<file path="src/rtl/alu4_pkg.sv">
package alu4_pkg;

  typedef enum logic [3:0] {
    OP_ADD = 4'b0100,
    OP_SUB = 4'b0101,
    OP_NOT = 4'b1000,
    OP_OR  = 4'b1001,
    OP_AND = 4'b1010,
    OP_XOR = 4'b1011,
    OP_SLL = 4'b1100,
    OP_SRL = 4'b1101,
    OP_SRA = 4'b1110,
    OP_CPY = 4'b1111
  } alu_op_e;

  // Shifter and bitwise units are steered by the two low select bits.
  typedef enum logic [1:0] {
    SH_LEFT = 2'b00,
    SH_RLOG = 2'b01,
    SH_RARI = 2'b10,
    SH_PASS = 2'b11
  } sh_mode_e;

  function automatic logic op_is_arith(input logic [3:0] op);
    return op[3:1] == 3'b010;
  endfunction

  function automatic logic op_legal(input logic [3:0] op);
    return op[3] | op_is_arith(op);
  endfunction

endpackage

</file>
<file path="src/rtl/alu4_adder.sv">
module alu4_adder #(
  parameter int W = 4
) (
  input  logic [W-1:0] a,
  input  logic [W-1:0] b,
  input  logic         sub,
  output logic [W-1:0] sum,
  output logic         cout
);
  logic [W-1:0] b_eff;
  logic [W:0]   c;

  assign b_eff = b ^ {W{sub}};
  assign c[0]  = sub;

  generate
    for (genvar i = 0; i < W; i++) begin : g_bit
      assign sum[i]   = a[i] ^ b_eff[i] ^ c[i];
      assign c[i+1]   = (a[i] & b_eff[i]) | (c[i] & (a[i] ^ b_eff[i]));
    end
  endgenerate

  assign cout = c[W];

  // Sum and difference checked through their inverse operation.
  always_comb begin
    if (sub) begin
      a_r2_sub_inverse: assert ((sum + b) == a);
    end else begin
      a_r1_add_inverse: assert ((sum - b) == a);
    end
  end
endmodule

</file>
<file path="src/rtl/alu4_shifter.sv">
module alu4_shifter
  import alu4_pkg::*;
#(
  parameter int W = 4
) (
  input  logic [W-1:0] a,
  input  logic [W-1:0] b,
  input  logic [1:0]   mode,
  output logic [W-1:0] res
);
  localparam int AW = $clog2(W + 1);

  logic [AW-1:0] amt;
  logic          fill;

  always_comb begin
    if (int'(b) > W) amt = AW'(W);
    else             amt = AW'(b);
  end

  assign fill = (mode == SH_RARI) & a[W-1];

  always_comb begin
    res = a;
    for (int i = 0; i < W; i++) begin
      int src;
      case (mode)
        SH_LEFT: begin
          src = i - int'(amt);
          res[i] = (src >= 0) ? a[src] : 1'b0;
        end
        SH_RLOG, SH_RARI: begin
          src = i + int'(amt);
          res[i] = (src < W) ? a[src] : fill;
        end
        default: res[i] = a[i];
      endcase
    end
  end

  always_comb begin
    if (mode == SH_RARI) begin
      a_r7_sra_keeps_sign: assert (res[W-1] == a[W-1]);
    end
    if (mode == SH_LEFT && b != '0) begin
      a_r5_sll_lsb_zero: assert (res[0] == 1'b0);
    end
    if (mode == SH_RLOG && b != '0) begin
      a_r6_srl_msb_zero: assert (res[W-1] == 1'b0);
    end
  end
endmodule

</file>
<file path="src/rtl/alu4_bitwise.sv">
module alu4_bitwise #(
  parameter int W = 4
) (
  input  logic [W-1:0] a,
  input  logic [W-1:0] b,
  input  logic [1:0]   fn,
  output logic [W-1:0] res
);
  always_comb begin
    case (fn)
      2'b00:   res = ~a;
      2'b01:   res = a | b;
      2'b10:   res = a & b;
      default: res = a ^ b;
    endcase
  end
endmodule

</file>
<file path="src/rtl/alu4_core.sv">
module alu4_core
  import alu4_pkg::*;
#(
  parameter int W = 4
) (
  input  logic [W-1:0] a_in,
  input  logic [W-1:0] b_in,
  input  logic [3:0]   op_sel,
  output logic [W-1:0] result,
  output logic         carry_out
);
  logic         do_sub;
  logic [W-1:0] add_sum;
  logic         add_carry;
  logic [W-1:0] sh_res;
  logic [W-1:0] bw_res;

  assign do_sub = (op_sel == OP_SUB);

  alu4_adder #(.W(W)) u_adder (
    .a    (a_in),
    .b    (b_in),
    .sub  (do_sub),
    .sum  (add_sum),
    .cout (add_carry)
  );

  alu4_shifter #(.W(W)) u_shift (
    .a    (a_in),
    .b    (b_in),
    .mode (op_sel[1:0]),
    .res  (sh_res)
  );

  alu4_bitwise #(.W(W)) u_bits (
    .a   (a_in),
    .b   (b_in),
    .fn  (op_sel[1:0]),
    .res (bw_res)
  );

  always_comb begin
    result    = '0;
    carry_out = 1'b0;
    case (op_sel)
      OP_ADD, OP_SUB: begin
        result    = add_sum;
        carry_out = add_carry;
      end
      OP_NOT, OP_OR, OP_AND, OP_XOR: result = bw_res;
      OP_SLL, OP_SRL, OP_SRA:        result = sh_res;
      OP_CPY:                        result = a_in;
      default: ;
    endcase
  end

  always_comb begin
    if (!op_legal(op_sel)) begin
      a_r10_illegal_clears: assert (result == '0 && !carry_out);
    end
    if (op_sel[3]) begin
      a_r9_carry_quiet: assert (!carry_out);
    end
    if (op_sel == OP_NOT) begin
      a_r3_not_complements: assert ((result ^ a_in) == '1);
    end
  end
endmodule

</file>
<file path="config.mk">
export PLATFORM = sky130hd
export DESIGN_NAME = alu4_core
export DESIGN_NICKNAME = d
export VERILOG_FILES = /design/src/rtl/alu4_pkg.sv /design/src/rtl/alu4_adder.sv /design/src/rtl/alu4_shifter.sv /design/src/rtl/alu4_bitwise.sv /design/src/rtl/alu4_core.sv
export SDC_FILE = /design/constraint.sdc
export NUM_CORES = 1
export LEC_CHECK = 0
export ABC_AREA = 1
export ABC_CLOCK_PERIOD_IN_PS = 3670
export CAP_MARGIN = 20
export CORE_UTILIZATION = 65
export DETAILED_ROUTE_END_ITERATION = 7
export DONT_BUFFER_PORTS = 1
export MAX_ROUTING_LAYER = met4
export PLACE_DENSITY_LB_ADDON = 0.3
export SYNTH_ARGS = -nofsm -noshare
export SYNTH_HDL_FRONTEND = slang
export SYNTH_SLANG_ARGS = --single-unit
</file>
<file path="constraint.sdc">
create_clock -name vclk -period 3.67
set_input_delay 0.5505 -clock vclk [all_inputs]
set_output_delay 0.5505 -clock vclk [all_outputs]
set_load 0.01 [all_outputs]
</file>
==> results.py <==
metrics = {
    "grt": {
        "grt_use_met3_pct": 3.47,
        "first_global_vias": 872,
        "global_routing_usage_on_met2_pct": 57.9,
        "grt_overflow_total": 0,
        "grtUsageMet1_pct": 44.7,
        "busiest_grt_layer": "met2",
        "grt_pass1_wl_mm": 3.60,
        "globalRouteTotalUtil_pct": 34.1,
        "grt_max_degree": 11,
        "grt_antenna_before_repair": 0,
    },
    "detailed_routing": {
        "drtIter0Drc": 45,
        "viasPerCell": 5.98,
        "wl_per_cell_um": 13.4,
        "wirelength_mm": 2.27,
        "ant_nets": 0,
        "vias": 1017,
        "detail_route.drc_violations": 0,
        "drt_pre_antenna_iters": 4,
    },
    "sta": {
        "rsz_0062_raised_after_global_routing": "no",
        "timing.final.hold_violations": 0,
        "clock.fmax_mhz": 313,
        "timing.slew.headroom_pct": 60.5,
        "worstMarginPinSlew_ns": 0.587,
        "timing.setup.tns_ns": 0,
        "period_needed_ns": 3.20,
        "finalCritPeriodShare_pct": 87.1,
        "setup_viol": 0,
        "worst_case_setup_margin_in_the_final_layout_ns": 0.473,
        "drv_slew": 0,
    },
    "critical_path": {
        "worst-path-max-fanout": 4,
        "worst_setup_path_end_kind": "primary output",
        "critPathKind": "in -> out",
        "cp_data_arrival_time_ns": 2.65,
        "startpoint_type": "input port",
        "cp.required_ns": 3.12,
    },
    "hold_path": {
        "hold_path_startpoint": "a_in[0]",
        "worst_hold_path.num_cells": 4,
        "hold_class": "in -> out",
        "hold-path-endpoint": "result[0]",
    },
    "floorplanning": {
        "num_rows": 13,
        "floorplan.initialDensity_pct": 69.1,
        "io_pins": 17,
        "die_w_um": 39.2,
        "design.core.area_sq_um": 1300,
        "die_height_um": 39.2,
        "dieArea_sq_um": 1540,
    },
    "synthesis": {
        "yosysUniqueCellTypes": 24,
        "mappedNetlistArea_sq_um": 900,
        "syn_avg_cell_area_sq_um": 5.73,
        "synth_warnings": 0,
        "yosys-top-cells-area": "sky130_fd_sc_hd__ha_1 (19%), sky130_fd_sc_hd__nand2_1 (15%), sky130_fd_sc_hd__inv_1 (12%)",
        "mappedNetlistNets": 186,
        "synth_top_cells_by_count": "sky130_fd_sc_hd__nand2_1 (37), sky130_fd_sc_hd__inv_1 (28), sky130_fd_sc_hd__nand3_1 (21), sky130_fd_sc_hd__ha_1 (14), sky130_fd_sc_hd__a21oi_1 (12)",
        "yosysTopAreaCell": "sky130_fd_sc_hd__ha_1",
        "synth_top_cell_area_share_pct": 19.5,
        "ys_seq_area_share_pct": 0,
        "synth_most_common_cell": "sky130_fd_sc_hd__nand2_1",
        "netlist_instances": 157,
    },
    "layout": {
        "n_clock_buffer": 0,
        "flow.area_growth_from_synthesis_pct": 0.974,
        "stdcell_area_sq_um": 908,
        "nNetsFinal": 186,
        "nFlopsAndLatches": 0,
        "n_fill_cell": 129,
        "final-seq-area_sq_um": 0,
        "drive_gt1_share_pct": 5.81,
        "antennaDiodeCount": 0,
    },
    "place": {
        "placement.cell_area_sq_um": 908,
        "buffer_ports.inserted": 0,
        "place_congestion": 0.918,
        "dp_worst_setup_slack_ns": 0.461,
        "dp_hpwl_mm": 1.90,
    },
    "power_and_ir_drop": {
        "total_leakage_power_uw": 0.000517,
        "powerDensity_nw_per_um2": 99.5,
        "irDropWorstVdd_mv": 0.0572,
    },
    "clock_network": {
        "postCtsSetupRepairBufs": 0,
        "cts_hold_repair.buffers": 0,
        "post_cts.resized_instances": 0,
    },
    "job": {
        "cap_viol_max_count": 0,
    },
    "outcome": {
        "result_of_the_run": "completed",
    },
}
-- metal layers --
metal,share of wire [%],wire length (um)
met1,42,962
met2,47,1060
met3,10,233
met4,0.57,13
met5,0,0
-- layout by cell type, fill, tap and decap left out --
master	count
sky130_fd_sc_hd__nor3_1	1
sky130_fd_sc_hd__nand2_1	37
sky130_fd_sc_hd__inv_2	1
sky130_fd_sc_hd__inv_1	28
sky130_fd_sc_hd__o211ai_1	1
sky130_fd_sc_hd__nand3_1	21
sky130_fd_sc_hd__o22ai_1	3
sky130_fd_sc_hd__a211oi_1	1
sky130_fd_sc_hd__a21oi_1	12
sky130_fd_sc_hd__xor2_1	3
sky130_fd_sc_hd__ha_1	14
sky130_fd_sc_hd__nor2_2	1
sky130_fd_sc_hd__nor2_1	10
sky130_fd_sc_hd__o21a_1	1
sky130_fd_sc_hd__nand2_2	3
sky130_fd_sc_hd__a31oi_1	1
sky130_fd_sc_hd__nand2_4	2
sky130_fd_sc_hd__o31ai_1	1
sky130_fd_sc_hd__fa_1	3
sky130_fd_sc_hd__o21ai_0	8
sky130_fd_sc_hd__nor2_4	2
sky130_fd_sc_hd__a21boi_0	1
-- per-stage QoR --
| step | utilization (%) | hold slack [ns] | total power (uW) | std cells |
|---|---|---|---|---|
| floorplan | - | 1.31 | 74.1 | 157 |
| global placement | 69.8 | 1.33 | 85.7 | 170 |
| detailed placement | 69.8 | 1.33 | 89.1 | 170 |
| CTS | 69.8 | 1.33 | 89.6 | 170 |
| global route | 69.8 | 1.40 | 104 | 170 |
| finish | 69.8 | 1.34 | 90.4 | 170 |
-- final cells by class --
type / instances / area (sq um) / area share (%)
multi-input combinational: 126 / 781 / 86.0
inverter: 29 / 109 / 12.0
tap: 15 / 18.8 / 2.07
-- power by group --
| part | switching [uW] | total, uW | internal [uW] |
|---|---|---|---|
| registers | 0 | 0 | 0 |
| logic | 58.6 | 90.4 | 31.8 |
| clock network | 0 | 0 | 0 |
-- how the worst max path moves through the flow --
stage / to / cells after the start / slack [ns] / from
6_report: result[3] / 11 / 0.47 / op_sel[1]
5_1_grt: result[3] / 11 / 0.27 / op_sel[1]
4_1_cts: result[3] / 11 / 0.46 / op_sel[1]
3_5_place_dp: result[3] / 11 / 0.46 / op_sel[1]
3_3_place_gp: result[3] / 11 / 0.54 / op_sel[1]
2_1_floorplan: result[3] / 11 / 0.62 / op_sel[1]
-- worst max-delay path, stage by stage --
cell and delay [ns]:
sky130_fd_sc_hd__inv_1 0.06, sky130_fd_sc_hd__ha_1 0.21, sky130_fd_sc_hd__nand2_1 0.15, sky130_fd_sc_hd__o21ai_0 0.23
sky130_fd_sc_hd__fa_1 0.20, sky130_fd_sc_hd__inv_1 0.05, sky130_fd_sc_hd__fa_1 0.37, sky130_fd_sc_hd__fa_1 0.49
sky130_fd_sc_hd__o22ai_1 0.07, sky130_fd_sc_hd__a21oi_1 0.15, sky130_fd_sc_hd__nand2_1 0.11
-- logic make-up (layout without fill, tap and decap cells) --
kind of cell | count (synthesis) | count (layout) | synth area share [%]
xor+xnor | 3 | 3 | 2.92
fa+ha+maj | 17 | 17 | 26.1
simple gates | 77 | 77 | 39.6
compound gates | 29 | 29 | 18.1
buf+inv | 31 | 29 | 13.2
Power figures use the tool's default switching activity.
